$ cat src/rtl/flash_cmd_pkg.sv
package flash_cmd_pkg;

    typedef enum logic [2:0] {
        ST_READ,
        ST_UNL1,
        ST_UNL2,
        ST_SETUP,
        ST_UNL4,
        ST_UNL5,
        ST_SECT_WIN,
        ST_ERASE
    } cmd_state_t;

    localparam logic [16:0] UNLOCK_ADDR_A = 17'h05555;
    localparam logic [16:0] UNLOCK_ADDR_B = 17'h02AAA;

    localparam logic [7:0] CODE_UNLOCK1 = 8'hAA;
    localparam logic [7:0] CODE_UNLOCK2 = 8'h55;
    localparam logic [7:0] CODE_SETUP   = 8'h80;
    localparam logic [7:0] CODE_CHIP    = 8'h10;
    localparam logic [7:0] CODE_SECTOR  = 8'h30;

endpackage

$ cat src/rtl/bus_cycle_detect.sv
module bus_cycle_detect #(
    parameter int AW = 17,
    parameter int DW = 8
) (
    input  logic          clk,
    input  logic          rst_n,
    input  logic          ce_n,
    input  logic          oe_n,
    input  logic          we_n,
    input  logic [AW-1:0] addr,
    input  logic [DW-1:0] din,
    output logic          wr_commit,
    output logic [AW-1:0] wr_addr,
    output logic [DW-1:0] wr_data,
    output logic          rd_en,
    output logic          rd_done
);

    logic wr_act, wr_q, rd_q;

    assign wr_act = !ce_n && !we_n && oe_n;
    assign rd_en  = !ce_n && !oe_n;

    always_ff @(posedge clk) begin
        if (!rst_n) begin
            wr_q    <= 1'b0;
            rd_q    <= 1'b0;
            wr_addr <= '0;
            wr_data <= '0;
        end else begin
            wr_q <= wr_act;
            rd_q <= rd_en;
            if (wr_act && !wr_q) wr_addr <= addr;
            if (wr_act)          wr_data <= din;
        end
    end

    assign wr_commit = wr_q && !wr_act;
    assign rd_done   = rd_q && !rd_en;

    a_r3_addr_stable: assert property (@(posedge clk) disable iff (!rst_n)
        (wr_q && wr_act) |=> $stable(wr_addr));

endmodule

$ cat src/rtl/cmd_fsm.sv
module cmd_fsm
    import flash_cmd_pkg::*;
#(
    parameter int AW       = 17,
    parameter int NSECT    = 8,
    parameter int WIN_CYC  = 16,
    parameter int BUSY_CYC = 40
) (
    input  logic             clk,
    input  logic             rst_n,
    input  logic             wr_commit,
    input  logic [AW-1:0]    wr_addr,
    input  logic [7:0]       wr_data,
    output logic [NSECT-1:0] sect_sel,
    output logic             erase_done,
    output logic             in_window,
    output logic             in_erase
);

    localparam int SW   = $clog2(NSECT);
    localparam int CMAX = (WIN_CYC > BUSY_CYC) ? WIN_CYC : BUSY_CYC;
    localparam int CW   = $clog2(CMAX + 1);

    cmd_state_t       state, state_n;
    logic [CW-1:0]    cnt, cnt_n;
    logic [NSECT-1:0] sel_n, sect_bit;
    logic             hit_a, hit_b;

    assign sect_bit = NSECT'(1) << wr_addr[AW-1 -: SW];
    assign hit_a    = (wr_addr == AW'(UNLOCK_ADDR_A));
    assign hit_b    = (wr_addr == AW'(UNLOCK_ADDR_B));

    always_ff @(posedge clk) begin
        if (!rst_n) begin
            state    <= ST_READ;
            cnt      <= '0;
            sect_sel <= '0;
        end else begin
            state    <= state_n;
            cnt      <= cnt_n;
            sect_sel <= sel_n;
        end
    end

    always_comb begin
        state_n    = state;
        cnt_n      = cnt;
        sel_n      = sect_sel;
        erase_done = 1'b0;
        unique case (state)
            ST_READ: begin
                if (wr_commit && hit_a && wr_data == CODE_UNLOCK1) state_n = ST_UNL1;
            end
            ST_UNL1: begin
                if (wr_commit)
                    state_n = (hit_b && wr_data == CODE_UNLOCK2) ? ST_UNL2 : ST_READ;
            end
            ST_UNL2: begin
                if (wr_commit)
                    state_n = (hit_a && wr_data == CODE_SETUP) ? ST_SETUP : ST_READ;
            end
            ST_SETUP: begin
                if (wr_commit)
                    state_n = (hit_a && wr_data == CODE_UNLOCK1) ? ST_UNL4 : ST_READ;
            end
            ST_UNL4: begin
                if (wr_commit)
                    state_n = (hit_b && wr_data == CODE_UNLOCK2) ? ST_UNL5 : ST_READ;
            end
            ST_UNL5: begin
                if (wr_commit) begin
                    if (hit_a && wr_data == CODE_CHIP) begin
                        state_n = ST_ERASE;
                        sel_n   = '1;
                        cnt_n   = CW'(BUSY_CYC - 1);
                    end else if (wr_data == CODE_SECTOR) begin
                        state_n = ST_SECT_WIN;
                        sel_n   = sect_bit;
                        cnt_n   = CW'(WIN_CYC - 1);
                    end else begin
                        state_n = ST_READ;
                    end
                end
            end
            ST_SECT_WIN: begin
                if (wr_commit) begin
                    if (wr_data == CODE_SECTOR) begin
                        sel_n = sect_sel | sect_bit;
                        cnt_n = CW'(WIN_CYC - 1);
                    end else begin
                        state_n = ST_READ;
                        sel_n   = '0;
                    end
                end else if (cnt == '0) begin
                    state_n = ST_ERASE;
                    cnt_n   = CW'(BUSY_CYC - 1);
                end else begin
                    cnt_n = cnt - 1'b1;
                end
            end
            ST_ERASE: begin
                if (cnt == '0) begin
                    state_n    = ST_READ;
                    sel_n      = '0;
                    erase_done = 1'b1;
                end else begin
                    cnt_n = cnt - 1'b1;
                end
            end
        endcase
    end

    always_comb begin
        in_window = (state == ST_SECT_WIN);
        in_erase  = (state == ST_ERASE);
    end

    a_r11_erase_holds: assert property (@(posedge clk) disable iff (!rst_n)
        (state == ST_ERASE && cnt != '0) |=> (state == ST_ERASE && $stable(sect_sel)));

    a_r7_erase_entry: assert property (@(posedge clk) disable iff (!rst_n)
        (state == ST_ERASE && $past(state) != ST_ERASE) |->
        ($past(state) == ST_SECT_WIN || $past(state) == ST_UNL5));

    a_r5_first_sector_onehot: assert property (@(posedge clk) disable iff (!rst_n)
        (state == ST_UNL5 && wr_commit && wr_data == CODE_SECTOR && !hit_a) |=>
        ($countones(sect_sel) == 1));

    a_r9_idle_no_sel: assert property (@(posedge clk) disable iff (!rst_n)
        (state != ST_ERASE && state != ST_SECT_WIN) |-> (sect_sel == '0));

endmodule

$ cat src/rtl/array_stub.sv
module array_stub #(
    parameter int AW    = 17,
    parameter int NSECT = 8
) (
    input  logic             clk,
    input  logic             rst_n,
    input  logic [AW-1:0]    rd_addr,
    input  logic             erase_done,
    input  logic [NSECT-1:0] sect_sel,
    output logic [7:0]       rd_data
);

    localparam int SW = $clog2(NSECT);

    logic [NSECT-1:0] erased;
    logic [7:0]       fold;

    always_comb begin
        fold = '0;
        for (int i = 0; i < AW; i++) fold[i % 8] = fold[i % 8] ^ rd_addr[i];
    end

    always_ff @(posedge clk) begin
        if (!rst_n)          erased <= '0;
        else if (erase_done) erased <= erased | sect_sel;
    end

    assign rd_data = erased[rd_addr[AW-1 -: SW]] ? 8'hFF : fold;

    a_r13_marks_erased: assert property (@(posedge clk) disable iff (!rst_n)
        erase_done |=> ((erased & $past(sect_sel)) == $past(sect_sel)));

endmodule

$ cat src/rtl/flash_cmd_decoder.sv
module flash_cmd_decoder #(
    parameter int ADDR_W   = 17,
    parameter int NUM_SECT = 8,
    parameter int WIN_CYC  = 16,
    parameter int BUSY_CYC = 40
) (
    input  logic                clk,
    input  logic                rst_n,
    input  logic                ce_n,
    input  logic                oe_n,
    input  logic                we_n,
    input  logic [ADDR_W-1:0]   addr,
    input  logic [7:0]          din,
    output logic [7:0]          dout,
    output logic                dout_en,
    output logic                erase_busy,
    output logic [NUM_SECT-1:0] erase_sectors
);

    localparam int DW = 8;

    logic              wr_commit, rd_done, rd_en;
    logic [ADDR_W-1:0] wr_addr;
    logic [DW-1:0]     wr_data, arr_data, status;
    logic              erase_done, in_window, in_erase, status_tgl;

    bus_cycle_detect #(.AW(ADDR_W), .DW(DW)) i_bus (
        .clk(clk), .rst_n(rst_n), .ce_n(ce_n), .oe_n(oe_n), .we_n(we_n),
        .addr(addr), .din(din), .wr_commit(wr_commit), .wr_addr(wr_addr),
        .wr_data(wr_data), .rd_en(rd_en), .rd_done(rd_done)
    );

    cmd_fsm #(.AW(ADDR_W), .NSECT(NUM_SECT), .WIN_CYC(WIN_CYC), .BUSY_CYC(BUSY_CYC)) i_fsm (
        .clk(clk), .rst_n(rst_n), .wr_commit(wr_commit), .wr_addr(wr_addr),
        .wr_data(wr_data), .sect_sel(erase_sectors), .erase_done(erase_done),
        .in_window(in_window), .in_erase(in_erase)
    );

    array_stub #(.AW(ADDR_W), .NSECT(NUM_SECT)) i_array (
        .clk(clk), .rst_n(rst_n), .rd_addr(addr), .erase_done(erase_done),
        .sect_sel(erase_sectors), .rd_data(arr_data)
    );

    always_ff @(posedge clk) begin
        if (!rst_n)       status_tgl <= 1'b0;
        else if (rd_done) status_tgl <= !status_tgl;
    end

    assign status     = {1'b0, status_tgl, 2'b00, in_erase, 3'b000};
    assign erase_busy = in_erase;
    assign dout_en    = rd_en;
    assign dout       = !rd_en ? '0 : ((in_window || in_erase) ? status : arr_data);

    a_r10_d3_tracks_busy: assert property (@(posedge clk) disable iff (!rst_n)
        (dout_en && erase_busy) |-> (dout[3] && !dout[7]));

endmodule

$ cat config.mk
export PLATFORM = sky130hd
export DESIGN_NAME = flash_cmd_decoder
export DESIGN_NICKNAME = d
export VERILOG_FILES = /design/src/rtl/flash_cmd_pkg.sv /design/src/rtl/bus_cycle_detect.sv /design/src/rtl/cmd_fsm.sv /design/src/rtl/array_stub.sv /design/src/rtl/flash_cmd_decoder.sv
export SDC_FILE = /design/constraint.sdc
export NUM_CORES = 1
export LEC_CHECK = 0
export BUFFER_PORTS_ARGS = -buffer_cell sky130_fd_sc_hd__buf_2
export CORE_ASPECT_RATIO = 1.1
export CORE_MARGIN = 3
export CORE_UTILIZATION = 30
export CTS_BUF_LIST = sky130_fd_sc_hd__clkbuf_8 sky130_fd_sc_hd__clkbuf_16
export DETAILED_ROUTE_END_ITERATION = 16
export PLACE_DENSITY = 0.56
export SYNTH_ARGS = -nofsm -noshare
export SYNTH_HDL_FRONTEND = slang
export SYNTH_SLANG_ARGS = --single-unit
$ cat constraint.sdc
create_clock -name clk -period 1.85 [get_ports clk]
set_input_delay 0.185 -clock clk [delete_from_list [all_inputs] [get_ports clk]]
set_output_delay 0.185 -clock clk [all_outputs]
set_load 0.005 [all_outputs]
# Word level (Yosys, flattened, before mapping)
# Index checks and enable logic that the tools add are counted.
# totals
register_bits	53
mem_bits_ro	0
in_bits	30
ramBits	0
latch_bits	0
memories	0
# classes
bitwise	11
div	0
n_shift	1
n_eq_ne	26
order_cmp	1
muxes	38
n_mul	0
addsub	1
reduce_logical	26
# ops
cell	count
8-bit 2-to-1 mux	9
3-bit 2-to-1 mux	14
6-bit 2-to-1 mux	6
3-bit one-hot mux with 8 select lines	1
8-bit one-hot mux with 3 select lines	1
6-bit one-hot mux with 3 select lines	1
17-bit by 14-bit == test with 1-bit output, second input constant	1
17-bit by 15-bit == test with 1-bit output, second input constant	1
8-bit == test, second input constant	2
2-bit by 1-bit != test with 1-bit output, second input constant	8
8-bit OR	2
3-bit == test, second input constant	4
1-bit logical AND	12
9-bit AND reduction	1
1-bit XOR	9
8-bit by 5-bit == test with 1-bit output, second input constant	1
8-bit by 6-bit == test with 1-bit output, second input constant	1
8-bit by 7-bit == test with 1-bit output, second input constant	1
1-bit by 3-bit << shifter with 8-bit output, first input constant	1
1-bit logical NOT	7
3-bit by 2-bit == test with 1-bit output, second input constant	2
6-bit logical NOT	1
3-bit by 1-bit != test with 1-bit output, second input constant	2
6-bit by 1-bit subtractor with 6-bit output, second input constant	1
12 further kinds	15

# Logic depth before layout (Yosys ltp)
# Gate-level depths: netlist of the first run.
# logic_depth
depth_word	9
mapped_depth	8
depth_no_buf	7

# Hierarchy
# Synthesis of the first run repeated with hierarchy kept, for this count alone.
# unflattened
cells_unflattened	379
area_unflattened_um2	3224.3
# by_module_without_submodules
module	n_inst	area_per_inst_um2	seq_area_each_um2	cells_each
cmd_fsm	1	1546.5	340.3	196
bus_cycle_detect	1	1089.8	540.5	118
array_stub	1	473.0	160.2	50
flash_cmd_decoder	1	115.1	20.0	15

# Worst setup path before layout of the first run
# OpenSTA, ideal clock, no wires.
# synth_path
path_kind	flip-flop to flip-flop
from	reg i_fsm.cnt[5]
to	reg i_fsm.sect_sel[0]
setup_ns	0.119
arrival_time_ns	1.604
period_less_slack_ns	1.723
stages_incl_launch_ff	7
setup_slack_ns	0.127
path_cell_list	dfxtp_1 nor4_4 and3_4 a31oi_4 a211oi_4 nor2_1 o221a_1
# synth_via
elab_chain_cells	3
# synth_lines
item	line	text
from (decl)	cmd_fsm.sv:25	logic [CW-1:0] cnt, cnt_n;
from (signal assigned)	cmd_fsm.sv:40	cnt <= cnt_n;
6-bit logical NOT	cmd_fsm.sv:102	if (cnt == '0) begin
2-bit by 1-bit != test with 1-bit output (no source line)	--	
5-bit AND reduction (no source line)	--	
to (signal assigned)	cmd_fsm.sv:41	sect_sel <= sel_n;
to (decl)	cmd_fsm.sv:14	output logic [NSECT-1:0] sect_sel,
# Every way passes these cells.
# A chain may end at the register's enable or synchronous reset.

# Worst setup path after layout of the first run
# layout_path
from	reg i_array.erased[7]
to	out dout[6]
# layout_via
elab_chain_cells	5
# layout_lines
item	line	text
from (decl)	array_stub.sv:15	logic [NSECT-1:0] erased;
from (signal assigned)	array_stub.sv:25	else if (erase_done) erased <= erased | sect_sel;
1-bit binary-select mux with 3-bit select	array_stub.sv:28	assign rd_data = erased[rd_addr[AW-1 -: SW]] ? 8'hFF : fold;
1-bit 2-to-1 mux (implied by the code)	array_stub.sv:28	
8-bit 2-to-1 mux	array_stub.sv:28	
8-bit 2-to-1 mux (2 in series)	flash_cmd_decoder.sv:52	assign dout = !rd_en ? '0 : ((in_window || in_erase) ? status : arr_data);
to (decl)	flash_cmd_decoder.sv:14	output logic [7:0] dout,
# Every way passes these cells. The select of a mux whose other input is x is not followed.

==> impl_summary.log, run 1 <==
[metrics] run status: finished, violations left
[metrics] failing checks: negative setup slack
[metrics] Routed Wire Length: 9140 um
[metrics] most instantiated library cell after synthesis: sky130_fd_sc_hd__nand2_1
[metrics] area growth from synthesis to layout: 28.0%
[metrics] Final min period: 1.85 ns
[metrics] maximum achievable frequency: 539 MHz
[metrics] reg2reg setup slack: 0.03 ns
[metrics] cell depth of the worst hold path: 3
[metrics] post-synth top area cell: sky130_fd_sc_hd__dfxtp_1
[metrics] placement-stage cell area: 3750 um2
[metrics] total setup violations reported at the end of the flow: 2
[metrics] fraction of registers with async set/reset: 0%
[metrics] worst clock skew: 0.00744 ns
[metrics] total of hold buffers inserted after clock tree synthesis: 0
[metrics] slew margin rel.: 56.7%
[metrics] CTS clock-pin slew for the worst setup and hold paths: 0.10 ns
[metrics] leakage power: between 0.0015 and 0.002 uW
[metrics] critical path data arrival time: ~1.7 ns
[metrics] TritonCTS sink count: 53
[metrics] final setup margin: -0.00462 ns
[metrics] path category of the worst min-delay check: primary input to flip-flop
[metrics] final period utilization: 100%
[metrics] NumNets Final: 499
[metrics] overall power of the completed layout: 2080 uW
[metrics] largest net degree at the start of global routing: 35
[metrics] max-cap check violation count: 0
[metrics] number of distinct library cells after synthesis: 77
[metrics] Initial DRC Count: between 150 and 200
[metrics] DIE AREA: 11800 um2
[metrics] synthesized instance count: about 390
[metrics] deepest clock path buffer count: 2
[metrics] syn nets: 420
[metrics] GP Congestion: 0.907
[metrics] dominant cells by area after synthesis: sky130_fd_sc_hd__dfxtp_1 34%, sky130_fd_sc_hd__a21oi_1 9.7%, sky130_fd_sc_hd__nand2_1 7.9%, sky130_fd_sc_hd__nor2_1 3.9%, sky130_fd_sc_hd__o221a_1 2.9%
[metrics] Port Buffer Count: 47
[metrics] setup repair after global routing missed its margin: yes
[metrics] average routed wire per standard cell: roughly 15 um
[metrics] GR Util met2: a little over a quarter
[metrics] via count: 3148
[metrics] number of storage elements in the synthesis netlist: 53
[metrics] Post-Place Setup Slack: -0.117 ns
[metrics] Max Slew Vio Count: 0
[metrics] synthesized area divided by synthesized cell count: 8.13 um2
[metrics] H-Tree Depth: 2
[metrics] post-synthesis sequential area ratio: 33.6%
[metrics] Via-to-Cell Ratio: a little over 5
[metrics] critical path endpoint: dout[6]
[metrics] antenna violations before repair: 0
[metrics] I/O pin count: 48
[metrics] post-DP HPWL: 6820 um
[metrics] met3 global-route usage: 2.21%
[metrics] Antenna Cells: 0
[metrics] number of fillers in the final layout: 1100
[metrics] clock buffers created by TritonCTS: 5
[metrics] total track usage: 15.4%
[metrics] worst r2r src: i_fsm.cnt[5]$_SDFFE_PN0P_
[metrics] proportion of netlist area held by the largest area contributor: 33.6%
[metrics] later-pin clock latency in the skew report: 0.31 ns
[metrics] core region area: 10100 um2
[metrics] Core Util, Final: between 40 and 50%
[metrics] finished layout cell area: 4040 um2
[metrics] total overflow reported by the global router: 0
[metrics] worst hold margin: 0.0988 ns
[metrics] ratio of cells with drive above 1 in the final layout: 34.2%
[metrics] number of warnings printed during yosys synthesis: 0
[metrics] starting density of the core: 31.3%
[metrics] Power Density: 516 nW/um2
[metrics] CTS tree: done
[metrics] std cell rows: 38
[metrics] slew of the pin with the lowest slew margin: ~0.65 ns
[metrics] library cell used as clock root buffer: sky130_fd_sc_hd__clkbuf_8
[metrics] worst setup path startpoint: i_array.erased[7]$_SDFFE_PN0P_
[metrics] via count of the first global-routing pass: 3107
[metrics] Detailed Routing Iterations Pass 1: 4
[metrics] DRC viols: 0
[metrics] depth of the most critical reg-to-reg path: 7
[metrics] first-pass GRT wire length: roughly 15000 um
[metrics] nature of the critical path startpoint: flip-flop
[metrics] top flip-flop cell by instance count after synthesis: sky130_fd_sc_hd__dfxtp_1
[metrics] fraction of met1 tracks used by global routing: 20.8%
[metrics] chip width: 104 um
[metrics] Crit Path Max Fanout: 8
[metrics] die height: 114 um
[metrics] endpoints failing hold: 0
[metrics] number of flops mapped to enable cells by yosys: 0
[metrics] Peak supply drop: 344 uV
[metrics] ranking of synthesized cells by instance count: 66 x sky130_fd_sc_hd__nand2_1, 61 x sky130_fd_sc_hd__a21oi_1, 53 x sky130_fd_sc_hd__dfxtp_1
[metrics] Critical R2R Capture: i_fsm.sect_sel[3]$_SDFFE_PN0P_
[metrics] Req. time, crit path: 1.66 ns
[metrics] most crowded layer after global routing: met2
[metrics] count of nets left with antenna violations after detail routing: 0
[metrics] summed instance area of the synthesized netlist: 3160 um2
[metrics] nature of the critical path endpoint: output pin
[metrics] category of the most critical setup path: flip-flop to output pin
## per-stage QoR
stage          setup TNS (ns)  cells
6_report             -0.00814    608
5_1_grt                 -1.20    608
4_1_cts               -0.0294    605
3_5_place_dp           -0.811    595
3_3_place_gp           -0.525    595
2_1_floorplan               0    388
## layout by cell type, fill, tap and decap left out, drive strengths merged, types with 3 or more instances in the layout
| master | n |
|---|---|
| buf | 97 |
| nor3b | 4 |
| and3 | 4 |
| a31oi | 9 |
| nor4bb | 4 |
| nand4 | 3 |
| o21ai | 16 |
| o221a | 9 |
| o211ai | 3 |
| a211oi | 3 |
| a31o | 3 |
| dfxtp | 53 |
| inv | 7 |
| nand2 | 68 |
| nor4 | 6 |
| a21oi | 63 |
| xnor2 | 9 |
| clkbuf | 5 |
| nor2b | 4 |
| nor2 | 35 |
| or3 | 4 |
| nand2b | 4 |
| nor3 | 6 |
| and2 | 4 |
## worst min path at each step
stage               startpoint                             to
floorplan                 oe_n          i_bus.rd_q$_SDFF_PN0_
global placement          oe_n          i_bus.rd_q$_SDFF_PN0_
detailed placement      din[0]  i_bus.wr_data[0]$_SDFFE_PN0P_
CTS                     din[0]  i_bus.wr_data[0]$_SDFFE_PN0P_
global route            din[7]  i_bus.wr_data[7]$_SDFFE_PN0P_
finish                  din[0]  i_bus.wr_data[0]$_SDFFE_PN0P_
## registers in the layout (all words and copies together) (netlist names)
name / flops
i_bus.wr_addr: 17
i_array.erased: 8
i_bus.wr_data: 8
i_fsm.sect_sel: 8
i_fsm.cnt: 6
i_fsm.state: 3
i_bus.rd_q: 1
i_bus.wr_q: 1
status_tgl: 1
## critical path, stage by stage (launching register included)
cell                      delay, ns
sky130_fd_sc_hd__dfxtp_2       0.33
sky130_fd_sc_hd__mux4_2        0.46
sky130_fd_sc_hd__mux2i_1       0.16
sky130_fd_sc_hd__buf_4         0.18
sky130_fd_sc_hd__a31oi_1       0.09
sky130_fd_sc_hd__buf_2         0.14
## cells by family after synthesis
family,after synthesis,share of synthesized area [%]
simple gates,163,28.4
compound gates,126,26.6
flops,53,33.6
buf+inv,30,5.71
xor+xnor,11,3.05
mux,3,1.74
fa+ha+maj,2,0.793
## area by class of cell
cell class / instances / area (um2) / area share (%)
Clock buffer: 5 / 68.8 / 1.70
Clock inverter: 3 / 17.5 / 0.434
Sequential cell: 53 / 1070 / 26.5
Timing Repair Buffer: 97 / 642 / 15.9
Tap cell: 140 / 175 / 4.34
Inverter: 5 / 18.8 / 0.465
Multi-Input combinational cell: 305 / 2050 / 50.6
## report_power, final
part | switching [uW] | internal [uW]
sequential | 18.3 | 1160
combinational | 130 | 108
clock | 400 | 266
## routing by layer
metal | part of all wire, % | vias up
met5 | 0 | -
met4 | 1.4 | 0
met3 | 5.1 | 12
met2 | 48 | 92
met1 | 46 | 1474
li1 | - | 1570
## timing repair
item                                    CTS  global route
pin swaps                                 4            14
buffers inserted                          2             3
endpoints found under the setup margin   13            23
hold endpoints to repair                  0             0
resized for setup                         5            34
Power figures use the tool's default switching activity.
==> inputs of run 2 (changes only) <==
Settings changed: PLACE_DENSITY 0.56 to 0.53, REMOVE_ABC_BUFFERS set to 1.
==> run 2 against run 1 <==
Compared with the run above: the run still ends with negative setup slack left; routed wire length increased by 1.9%; design area increased by 2.7%; clock-buffer cell count unchanged; sequential share of layout area decreased by 0.66 points; total power increased by 0.81%; maximum frequency increased by 0.13%.
==> impl_summary.log, run 2 (synthesized netlist as in run 1, its figures left out) <==
[metrics] run status: finished, violations left
[metrics] failing checks: negative setup slack
[metrics] ordered list of cells on the worst path: nor4_4 -> and3_4 -> a31oi_4 -> a211oi_4 -> buf_6 -> nor2_4 -> o221a_1
[metrics] average routed wire per standard cell: 15.0 um
[metrics] GP Congestion: 0.829
[metrics] core region area: 10100 um2
[metrics] Sum Neg Setup Slack: -0.00220 ns
[metrics] master of the slowest instance on the critical path: sky130_fd_sc_hd__dfxtp_1
[metrics] chip width: 104 um
[metrics] total track usage: 15.9%
[metrics] switching part of the total: 27.1%
[metrics] nature of the critical path endpoint: flip-flop
[metrics] Req. time, crit path: approximately 2.1 ns
[metrics] final setup margin: -0.00220 ns
[metrics] depth of the most critical reg-to-reg path: 7
[metrics] later-pin clock latency in the skew report: 0.32 ns
[metrics] critical path data arrival time: 2.07 ns
[metrics] Net Switching: 568 uW
[metrics] maximum achievable frequency: 540 MHz
[metrics] Initial DRC Count: 134
[metrics] Power Density: 506 nW/um2
[metrics] cell depth of the worst hold path: 2
[metrics] cell count after placement: 605
[metrics] TritonCTS sink count: 53
[metrics] category of the most critical setup path: flip-flop to flip-flop
[metrics] Detailed Routing Iterations Pass 1: 4
[metrics] Crit Path Max Fanout: 5
[metrics] CTS tree: done
[metrics] via count: 3232
[metrics] Critical R2R Capture: i_fsm.sect_sel[2]$_SDFFE_PN0P_
[metrics] Max Slew Vio Count: 0
[metrics] total setup violations reported at the end of the flow: 1
[metrics] worst clock skew: 0.0136 ns
[metrics] Core Util, Final: 41.1%
[metrics] Port Buffer Count: 47
[metrics] number of fillers in the final layout: around 1.1k
[metrics] slowest stage delay, CP: 0.36 ns
[metrics] worst setup path startpoint: i_fsm.cnt[2]$_SDFFE_PN0P_
[metrics] CTS clock-pin slew for the worst setup and hold paths: 0.11 ns
[metrics] register bank with the most flops: i_bus.wr_addr
[metrics] worst r2r src: i_fsm.cnt[2]$_SDFFE_PN0P_
[metrics] std cell rows: 38
[metrics] total of hold buffers inserted after clock tree synthesis: 0
[metrics] post-DP HPWL: between 6000 and 7000 um
[metrics] reg2reg setup slack: -0.002 ns
[metrics] largest net degree at the start of global routing: 33
[metrics] cell internal pwr: 1530 uW
[metrics] highest-count cells in the layout ignoring fill and taps: 64 x sky130_fd_sc_hd__nand2_1, 58 x sky130_fd_sc_hd__a21oi_1, 58 x sky130_fd_sc_hd__buf_4
[metrics] placement-stage cell area: 3820 um2
[metrics] combinational share of power: 11.1%
[metrics] starting density of the core: 31.3%
[metrics] Peak supply drop: 318 uV
[metrics] most common library cell in the layout ignoring fill and taps: sky130_fd_sc_hd__nand2_1
[metrics] setup repair after global routing missed its margin: yes
[metrics] Via-to-Cell Ratio: around 5.2
[metrics] leakage power: 0.00157 uW
[metrics] dominant delay contributor by cell family on the critical path: simple AND/OR/NAND/NOR gates
[metrics] NumNets Final: 511
[metrics] count of nets left with antenna violations after detail routing: 0
[metrics] area growth from synthesis to layout: 31.4%
[metrics] buffers plus inverters on the worst setup path: 1
[metrics] first-pass GRT wire length: 15500 um
[metrics] H-Tree Depth: 2
[metrics] library cell used as clock root buffer: sky130_fd_sc_hd__clkbuf_8
[metrics] max-cap check violation count: 0
[metrics] die height: 114 um
[metrics] clock buffers created by TritonCTS: 5
[metrics] sequential cell fraction of total power: 56.1%
[metrics] number of standard cells in the final layout excluding fillers: 620
[metrics] DRC viols: 0
[metrics] Clk pwr share: 32.9%
[metrics] Min-Delay Startpoint: oe_n
[metrics] worst min-delay path endpoint: i_bus.rd_q$_SDFF_PN0_
[metrics] total overflow reported by the global router: 0
[metrics] number of flip-flops in the largest register: 17
[metrics] path category of the worst min-delay check: primary input to flip-flop
[metrics] nature of the critical path startpoint: flip-flop
[metrics] DIE AREA: 11800 um2
[metrics] endpoints failing hold: 0
[metrics] Final min period: 1.85 ns
[metrics] overall power of the completed layout: 2100 uW
[metrics] slew of the pin with the lowest slew margin: about 0.66 ns
[metrics] Routed Wire Length: 9320 um
[metrics] final period utilization: 100%
[metrics] I/O pin count: 48
[metrics] finished layout cell area: about 4100 um2
[metrics] Antenna Cells: 0
[metrics] antenna violations before repair: 0
[metrics] deepest clock path buffer count: 2
[metrics] via count of the first global-routing pass: ~3.2k
[metrics] slew margin rel.: 56.2%
[metrics] ratio of cells with drive above 1 in the final layout: 36.9%
run 2: cell types whose count changed in the layout (fill, tap and decap cells not counted), sizes merged:
cell  before  now
buf       97  109
run 2: repair_timing:
item	4_1_cts	5_1_grt
buffers inserted	5	4
resized for setup	13	36
cloned	0	0
pin swaps	8	19
endpoints found under the setup margin	13	24
run 2: through the flow:
stage	setup WS [ns]	hold slack [ns]
floorplan	-0.117	0.262
global placement	-0.103	0.393
detailed placement	-0.130	0.402
CTS	0.000464	0.0583
global route	-0.0747	0.0807
finish	-0.00220	0.0643
run 2: layer usage:
| metal | routed length (um) | part of all wire (%) | vias up | track usage (%) |
|---|---|---|---|---|
| met1 | 4190 | 45 | 1546 | 20.3 |
| met5 | 0 | 0 | - | 0 |
| li1 | - | - | 1593 | - |
| met3 | 397 | 4.3 | 9 | 2.26 |
| met4 | 103 | 1.1 | 0 | 3.99 |
| met2 | 4630 | 50 | 84 | 28.5 |
run 2: worst max-delay path by stage:
stage                                      to  slack, ns  depth (start not counted)
3_5_place_dp   i_fsm.sect_sel[6]$_SDFFE_PN0P_      -0.13                          6
2_1_floorplan  i_fsm.sect_sel[0]$_SDFFE_PN0P_      -0.12                          6
4_1_cts                               dout[3]     0.0005                          5
5_1_grt                               dout[3]      -0.07                          5
6_report       i_fsm.sect_sel[2]$_SDFFE_PN0P_     -0.002                          7
3_3_place_gp   i_fsm.sect_sel[6]$_SDFFE_PN0P_      -0.10                          6
run 2: power by group through the flow:
stage | Sequential, uW | Combinational (uW) | Clock [uW]
global route | 1180 | 261 | 743
global placement | 1200 | 222 | 0
detailed placement | 1200 | 224 | 0
floorplan | 1200 | 105 | 0
CTS | 1180 | 228 | 708
finish | 1180 | 232 | 690
run 2: cell type report:
type | count | area (um2) | share of cell area (%)
multi-input cells | 305 | 2070 | 50.0
repair buffers | 109 | 719 | 17.3
well taps | 140 | 175 | 4.22
clock buffers | 5 | 68.8 | 1.66
flip-flops and latches | 53 | 1070 | 25.9
inverters | 5 | 18.8 | 0.452
clock inverters | 3 | 17.5 | 0.422
